$ cat config.mk
export PLATFORM = sky130hd
export DESIGN_NAME = irq_presenter
export DESIGN_NICKNAME = d
export VERILOG_FILES = /design/src/rtl/irqp_pkg.sv /design/src/rtl/irqp_slot.sv /design/src/rtl/irqp_arbiter.sv /design/src/rtl/irqp_busfsm.sv /design/src/rtl/irq_presenter.sv
export SDC_FILE = /design/constraint.sdc
export NUM_CORES = 1
export LEC_CHECK = 0
export BUFFER_PORTS_ARGS = -buffer_cell sky130_fd_sc_hd__buf_2
export CAP_MARGIN = 10
export CORE_MARGIN = 1.5
export CORE_UTILIZATION = 40
export DETAILED_ROUTE_END_ITERATION = 12
export PLACE_DENSITY = 0.62
export SLEW_MARGIN = 20
export SYNTH_ARGS = -nofsm -noshare
export SYNTH_HDL_FRONTEND = slang
export SYNTH_SLANG_ARGS = --single-unit
$ cat constraint.sdc
create_clock -name clk -period 27.5 [get_ports clk]
set_input_delay 2.75 -clock clk [delete_from_list [all_inputs] [get_ports clk]]
set_output_delay 2.75 -clock clk [all_outputs]
set_load 0.1 [all_outputs]
$ cat src/rtl/irqp_pkg.sv
package irqp_pkg;
    localparam int SRC_W  = 24;
    localparam int PRIO_W = 8;
    localparam int WORD_W = SRC_W + PRIO_W;

    localparam logic [SRC_W-1:0]  SRC_NONE   = '0;
    localparam logic [SRC_W-1:0]  SRC_IPI    = SRC_W'(2);
    localparam logic [PRIO_W-1:0] PRIO_LEAST = '1;
    localparam logic [PRIO_W-1:0] PRIO_RESET = '0;

    typedef enum logic [1:0] {
        REG_VIEW  = 2'd0,
        REG_TAKE  = 2'd1,
        REG_RSVD  = 2'd2,
        REG_IPI   = 2'd3
    } reg_sel_e;

    typedef enum logic {
        ST_IDLE = 1'b0,
        ST_ACK  = 1'b1
    } bus_state_e;

    typedef struct packed {
        logic [PRIO_W-1:0] prio;
        logic [SRC_W-1:0]  num;
    } rank_t;
endpackage

$ cat src/rtl/irqp_slot.sv
module irqp_slot
    import irqp_pkg::*;
(
    input  logic             clk,
    input  logic             rst_n,
    input  logic             req,
    input  logic [SRC_W-1:0] num,
    input  logic             take,
    input  logic             eoi,
    input  logic [SRC_W-1:0] eoi_num,
    output logic             pending
);
    logic insvc_q;

    always_ff @(posedge clk or negedge rst_n) begin
        if (!rst_n) begin
            insvc_q <= 1'b0;
        end else if (take) begin
            insvc_q <= 1'b1;
        end else if (eoi && (eoi_num == num)) begin
            insvc_q <= 1'b0;
        end
    end

    assign pending = req && !insvc_q;
endmodule

$ cat src/rtl/irqp_arbiter.sv
module irqp_arbiter
    import irqp_pkg::*;
#(
    parameter int NSLOT = 5,
    localparam int IDX_W = (NSLOT > 1) ? $clog2(NSLOT) : 1
) (
    input  logic [NSLOT-1:0]              pending,
    input  logic [NSLOT-1:0][PRIO_W-1:0]  prio,
    input  logic [NSLOT-1:0][SRC_W-1:0]   num,
    input  logic [PRIO_W-1:0]             cppr,
    output logic                          win_valid,
    output logic [IDX_W-1:0]              win_idx,
    output logic [PRIO_W-1:0]             win_prio,
    output logic [SRC_W-1:0]              win_num
);
    rank_t best;
    rank_t cand;

    always_comb begin
        best      = '1;
        win_valid = 1'b0;
        win_idx   = '0;
        for (int i = 0; i < NSLOT; i++) begin
            cand = '{prio: prio[i], num: num[i]};
            if (pending[i] && (prio[i] < cppr) && (!win_valid || (cand < best))) begin
                best      = cand;
                win_valid = 1'b1;
                win_idx   = IDX_W'(i);
            end
        end
        win_prio = best.prio;
        win_num  = best.num;
    end
endmodule

$ cat src/rtl/irqp_busfsm.sv
module irqp_busfsm
    import irqp_pkg::*;
(
    input  logic              clk,
    input  logic              rst_n,
    input  logic              bus_sel,
    input  logic              bus_we,
    input  logic [1:0]        bus_word_addr,
    input  logic [3:0]        bus_be,
    input  logic [WORD_W-1:0] bus_wdata,
    input  logic              win_valid,
    input  logic [PRIO_W-1:0] win_prio,
    input  logic [SRC_W-1:0]  win_num,
    output logic              take,
    output logic              eoi,
    output logic [SRC_W-1:0]  eoi_num,
    output logic [PRIO_W-1:0] cppr,
    output logic [PRIO_W-1:0] ipi_prio,
    output logic [WORD_W-1:0] bus_rdata,
    output logic              bus_ack
);
    bus_state_e        state_q, state_d;
    reg_sel_e          reg_sel;
    logic              acc;
    logic              cppr_wr;
    logic              ipi_wr;
    logic [WORD_W-1:0] rd_nxt;
    logic [PRIO_W-1:0] cppr_q, ipi_q;
    logic [WORD_W-1:0] rdata_q;
    logic [WORD_W-1:0] view_word;

    always_ff @(posedge clk or negedge rst_n) begin
        if (!rst_n) state_q <= ST_IDLE;
        else        state_q <= state_d;
    end

    always_comb begin
        state_d   = state_q;
        acc       = 1'b0;
        take      = 1'b0;
        eoi       = 1'b0;
        cppr_wr   = 1'b0;
        ipi_wr    = 1'b0;
        rd_nxt    = '0;
        reg_sel   = reg_sel_e'(bus_word_addr);
        view_word = {cppr_q, (win_valid ? win_num : SRC_NONE)};
        unique case (state_q)
            ST_IDLE: begin
                if (bus_sel) begin
                    acc     = 1'b1;
                    state_d = ST_ACK;
                end
            end
            ST_ACK: state_d = ST_IDLE;
            default: state_d = ST_IDLE;
        endcase
        if (acc) begin
            unique case (reg_sel)
                REG_VIEW: rd_nxt = view_word;
                REG_TAKE: begin
                    if (bus_we) begin
                        cppr_wr = bus_be[3];
                        eoi     = (bus_be == 4'hF);
                    end else begin
                        rd_nxt = view_word;
                        take   = win_valid;
                    end
                end
                REG_RSVD: rd_nxt = '0;
                REG_IPI: begin
                    if (bus_we) ipi_wr = bus_be[3];
                    else        rd_nxt = {ipi_q, SRC_NONE};
                end
                default: rd_nxt = '0;
            endcase
        end
    end

    always_ff @(posedge clk or negedge rst_n) begin
        if (!rst_n) begin
            cppr_q  <= PRIO_RESET;
            ipi_q   <= PRIO_LEAST;
            rdata_q <= '0;
        end else begin
            if (take)         cppr_q <= win_prio;
            else if (cppr_wr) cppr_q <= bus_wdata[WORD_W-1 -: PRIO_W];
            if (ipi_wr)       ipi_q  <= bus_wdata[WORD_W-1 -: PRIO_W];
            if (acc && !bus_we) rdata_q <= rd_nxt;
        end
    end

    assign eoi_num   = bus_wdata[SRC_W-1:0];
    assign cppr      = cppr_q;
    assign ipi_prio  = ipi_q;
    assign bus_rdata = rdata_q;
    assign bus_ack   = (state_q == ST_ACK);
endmodule

$ cat src/rtl/irq_presenter.sv
module irq_presenter
    import irqp_pkg::*;
#(
    parameter int N_SRC = 4,
    localparam int NSLOT = N_SRC + 1,
    localparam int IDX_W = (NSLOT > 1) ? $clog2(NSLOT) : 1
) (
    input  logic                    clk,
    input  logic                    rst_n,
    input  logic [N_SRC-1:0]        src_req,
    input  logic [N_SRC*SRC_W-1:0]  src_num,
    input  logic [N_SRC*PRIO_W-1:0] src_prio,
    input  logic                    bus_sel,
    input  logic                    bus_we,
    input  logic [1:0]              bus_word_addr,
    input  logic [3:0]              bus_be,
    input  logic [WORD_W-1:0]       bus_wdata,
    output logic [WORD_W-1:0]       bus_rdata,
    output logic                    bus_ack,
    output logic                    irq_o
);
    logic [NSLOT-1:0]             slot_req;
    logic [NSLOT-1:0][SRC_W-1:0]  slot_num;
    logic [NSLOT-1:0][PRIO_W-1:0] slot_prio;
    logic [NSLOT-1:0]             slot_pend;
    logic                         win_valid;
    logic [IDX_W-1:0]             win_idx;
    logic [PRIO_W-1:0]            win_prio;
    logic [SRC_W-1:0]             win_num;
    logic                         take;
    logic                         eoi;
    logic [SRC_W-1:0]             eoi_num;
    logic [PRIO_W-1:0]            cppr_q;
    logic [PRIO_W-1:0]            ipi_prio;

    for (genvar i = 0; i < NSLOT; i++) begin : g_slot
        if (i < N_SRC) begin : g_ext
            assign slot_req[i]  = src_req[i];
            assign slot_num[i]  = src_num[i*SRC_W +: SRC_W];
            assign slot_prio[i] = src_prio[i*PRIO_W +: PRIO_W];
        end else begin : g_ipi
            assign slot_req[i]  = (ipi_prio != PRIO_LEAST);
            assign slot_num[i]  = SRC_IPI;
            assign slot_prio[i] = ipi_prio;
        end
        irqp_slot u_slot (
            .clk     (clk),
            .rst_n   (rst_n),
            .req     (slot_req[i]),
            .num     (slot_num[i]),
            .take    (take && (win_idx == IDX_W'(i))),
            .eoi     (eoi),
            .eoi_num (eoi_num),
            .pending (slot_pend[i])
        );
    end

    irqp_arbiter #(.NSLOT(NSLOT)) u_arb (
        .pending   (slot_pend),
        .prio      (slot_prio),
        .num       (slot_num),
        .cppr      (cppr_q),
        .win_valid (win_valid),
        .win_idx   (win_idx),
        .win_prio  (win_prio),
        .win_num   (win_num)
    );

    irqp_busfsm u_fsm (
        .clk           (clk),
        .rst_n         (rst_n),
        .bus_sel       (bus_sel),
        .bus_we        (bus_we),
        .bus_word_addr (bus_word_addr),
        .bus_be        (bus_be),
        .bus_wdata     (bus_wdata),
        .win_valid     (win_valid),
        .win_prio      (win_prio),
        .win_num       (win_num),
        .take          (take),
        .eoi           (eoi),
        .eoi_num       (eoi_num),
        .cppr          (cppr_q),
        .ipi_prio      (ipi_prio),
        .bus_rdata     (bus_rdata),
        .bus_ack       (bus_ack)
    );

    assign irq_o = win_valid;
endmodule

==> summary.md <==
| Metric | Value |
|---|---|
| WP data arrival | 14.80 ns |
| Number of global-route vias before repair | 8,632 |
| Actual slew at the worst max-slew pin | 1.06 ns |
| Worst Setup End Kind | register |
| CTS Root Cell | clkbuf_16 |
| Place WS | 12.77 ns |
| Largest net degree at the start of global routing | 63 |
| Reg2reg path depth | 48 |
| Clk_lat worst skew | 0.29 ns |
| Postcts setup bufs | 0 |
| Final Critical Period | 14.61 ns |
| Syn. warnings | 0 |
| Clock-pin slew on the worst setup and hold paths | 0.07 ns |
| Peak Freq | 68.4 MHz |
| Final worst slack | 12.89 ns |
| CTS H-tree depth | 2 |
| Post-synth cell types | 72 |
| RSZ-0062 raised after global routing | no |
| Mean post-synth cell area | 7.82 sq um |
| Met3 usage in global routing | 5.09% |
| First-pass GRT wire length | 48,700 um |
| Post-layout nets | 1,518 |
| Syn-to-layout area delta | 16.1% |
| Status | completed |
| Resized Gates After CTS | 0 |
| Post-DR vias/cell | 5.95 |
| Max Transition Viols Final | 0 |
| Cell count after placement | 1,475 |
| Critical path peak fanout | 62 |
| Worst path required time | 27.69 ns |
| Setup Viol. Count Final | 0 |
| Clock tree sinks | 54 |
| Leak Pwr | 4.69 nW |
| Initial Util | 40.7% |
| M2 GR Usage | 49.1% |
| Setup CP Type | input pin to register |
| Seq/Total Area, Yosys | 16.5% |
| Hold Slack | 0.455 ns |
| Post-synthesis cell area | 8230 sq um |
| Total of max-cap violations | 0 |
| M1 GR Usage | 37.9% |
| TNS Setup | 0 ns |
| Detailed Route WL | 31,700 um |
| DR DRC count | 0 |
| Fill count | 2,070 |
| TritonCTS Buffers | 5 |
| GRT Util Overall | 29.0% |
| FFs w/ async S/R, synth | 100% |
| FF-to-FF End | u_fsm.bus_rdata[0] |
| Top_reg_cell synth | dfrtp_1 |
| RR Startpoint | u_fsm.cppr[5] |
| Initial antenna violation count | 0 |
| R2R setup slack | 14.77 ns |
| Worst Hold End | u_fsm.bus_ack |
| Die Y-Extent | 146 um |
| Power Density | 108 nW/um^2 |
| DRT iter0 DRCs | 609 |
| Critical-path top delay cell | nand2_2 |
| Boundary Pins | 208 |
| Longest Clk Path Bufs | 2 |
| Port bufs | 207 |
| CTS tree | built |
| Hold/Removal Path Class | register to register |
| Final period utilization | 53.1% |
| EDFF count, synth | 0 |
| Cell Count, Final, Fillers Out | 1,483 |
| Hold path depth | 1 |
| Largest stage delay, worst path | 0.70 ns |
| Slew HR | 29.3% |
| Startpoint types | input pin |
| Hold_sp | u_fsm.bus_ack |
| Die Area | 21,500 sq um |
| # rows | 52 |
| GRT Residual Overflow | 0 |
| Cell repeated most along the worst path | ha_1 |
| Detail Route Antenna Nets | 0 |
| CTS Hold Buffers Added | 0 |
| Gr busiest metal | met2 |
| DRT Pass-1 Iters | 5 |
| Proportion of layout cells with a drive suffix above 1 | 21.4% |
| Synth Register Bits | 54 |
| WL per Instance | 21.4 um |
| Maximum vdd drop | 48.6 uV |
| Core box area | 20,200 sq um |
| Die width | 146 um |
| Routability congestion estimate | 1.01 |
| DPL Wire Length | 26,500 um |
| Endpoints failing hold | 0 |
| Post-Synthesis Cells | 1,053 |
| # diodes | 0 |
| Synthesized Nets | 1,359 |
| Max Clock Skew | 0.00360 ns |
| Routed via count | 8,817 |
-- sequential cells by signal, summed over array words and instances, names as in the netlist --
| signal | flops |
|---|---|
| g_slot.u_slot.insvc_q | 5 |
| u_fsm.ipi_prio | 8 |
| u_fsm.bus_rdata | 32 |
| u_fsm.bus_ack | 1 |
| u_fsm.cppr | 8 |
-- per-layer routing --
layer / vias up / part of all wire [%]
li1: 4223 / -
met1: 4123 / 42
met2: 410 / 47
met3: 61 / 8.3
met4: 0 / 2.6
met5: - / 0
-- area by class of cell --
cell class	count	area (sq um)	share of cell area [%]
inverter	40	150	1.57
tap	270	338	3.53
clock inverter	2	13.8	0.144
multi-input combinational	897	6480	67.8
clock buffer	6	129	1.35
timing repair buffer	214	1090	11.4
sequential	54	1360	14.2
-- layout by cell type (no fill, tap or decap), types with 5 or more instances in the layout --
master     instances
a211oi_1          16
o311a_1            8
nand2_1           66
o31ai_1            8
xor2_1            65
mux2i_1           31
nor2_1           104
nand2b_1           6
a21oi_1           89
o2111ai_1          5
nor2b_1           10
o21ai_1           22
buf_4              7
a21o_1            22
o21a_1            11
inv_1             38
xnor2_1           33
dfstp_2            8
buf_2            207
o21ai_0           56
and3_1             5
ha_1             132
a22oi_1            8
clkbuf_16          5
nand4_1           50
nor3_1             9
dfrtp_1           46
nor4_1            44
mux2_2            15
nand3_1           18
-- synth_stat cells (all sizes together) (10+ instances only) --
| cell type | n | area (sq um) |
|---|---|---|
| a211oi | 17 | 133 |
| a21o | 22 | 165 |
| a21oi | 90 | 454 |
| buf | 14 | 70.1 |
| clkbuf | 48 | 180 |
| dfrtp | 46 | 1150 |
| ha | 132 | 1650 |
| inv | 39 | 146 |
| mux2 | 15 | 169 |
| mux2i | 31 | 310 |
| nand2 | 67 | 251 |
| nand3 | 18 | 90.1 |
| nand4 | 50 | 313 |
| nor2 | 104 | 390 |
| nor2b | 10 | 62.6 |
| nor3 | 11 | 60.1 |
| nor4 | 44 | 275 |
| o21a | 11 | 82.6 |
| o21ai | 78 | 390 |
| xnor2 | 33 | 289 |
| xor2 | 65 | 569 |
-- worst max-delay path by stage --
stage	from	end	depth (start not counted)
after floorplan	src_prio[5]	u_fsm.bus_rdata[13]	55
after global placement	src_prio[2]	u_fsm.bus_rdata[0]	48
after detailed placement	src_prio[5]	u_fsm.bus_rdata[0]	49
after CTS	src_prio[5]	u_fsm.bus_rdata[0]	48
after global routing	src_prio[2]	u_fsm.bus_rdata[0]	48
final	src_prio[5]	u_fsm.bus_rdata[0]	48
-- critical path: cells and delay by family --
kind | cells | cell delay (ns)
compound gates | 20 | 5.18
fa+ha+maj | 5 | 1.34
buf+inv | 5 | 0.99
mux | 2 | 0.67
simple gates | 16 | 3.83
-- power breakdown --
group          switching [mW]  internal (mW)  total, mW
clock network          0.0301         0.0339     0.0640
registers              0.0262          0.115      0.141
logic                   0.570          0.257      0.826
-- through the flow --
step / cell area, sq um / power [mW] / util, %
floorplan: 8230 / 0.759 / -
global placement: 9420 / 0.958 / 46.5
detailed placement: 9420 / 0.960 / 46.5
CTS: 9560 / 1.03 / 47.2
global route: 9560 / 1.12 / 47.2
finish: 9560 / 1.03 / 47.2
-- logic make-up after synthesis --
logic type / after synthesis / share of synthesized area, %
adder cells (fa/ha/maj): 134 / 20.3
XOR/XNOR: 98 / 10.4
multiplexers: 46 / 5.82
AND/OR/NAND/NOR: 334 / 20.1
buffers and inverters: 102 / 4.86
AO/OA/AOI/OAI: 285 / 21.9
flip-flops: 54 / 16.5
Note: power is estimated with default switching activity, not from simulation.
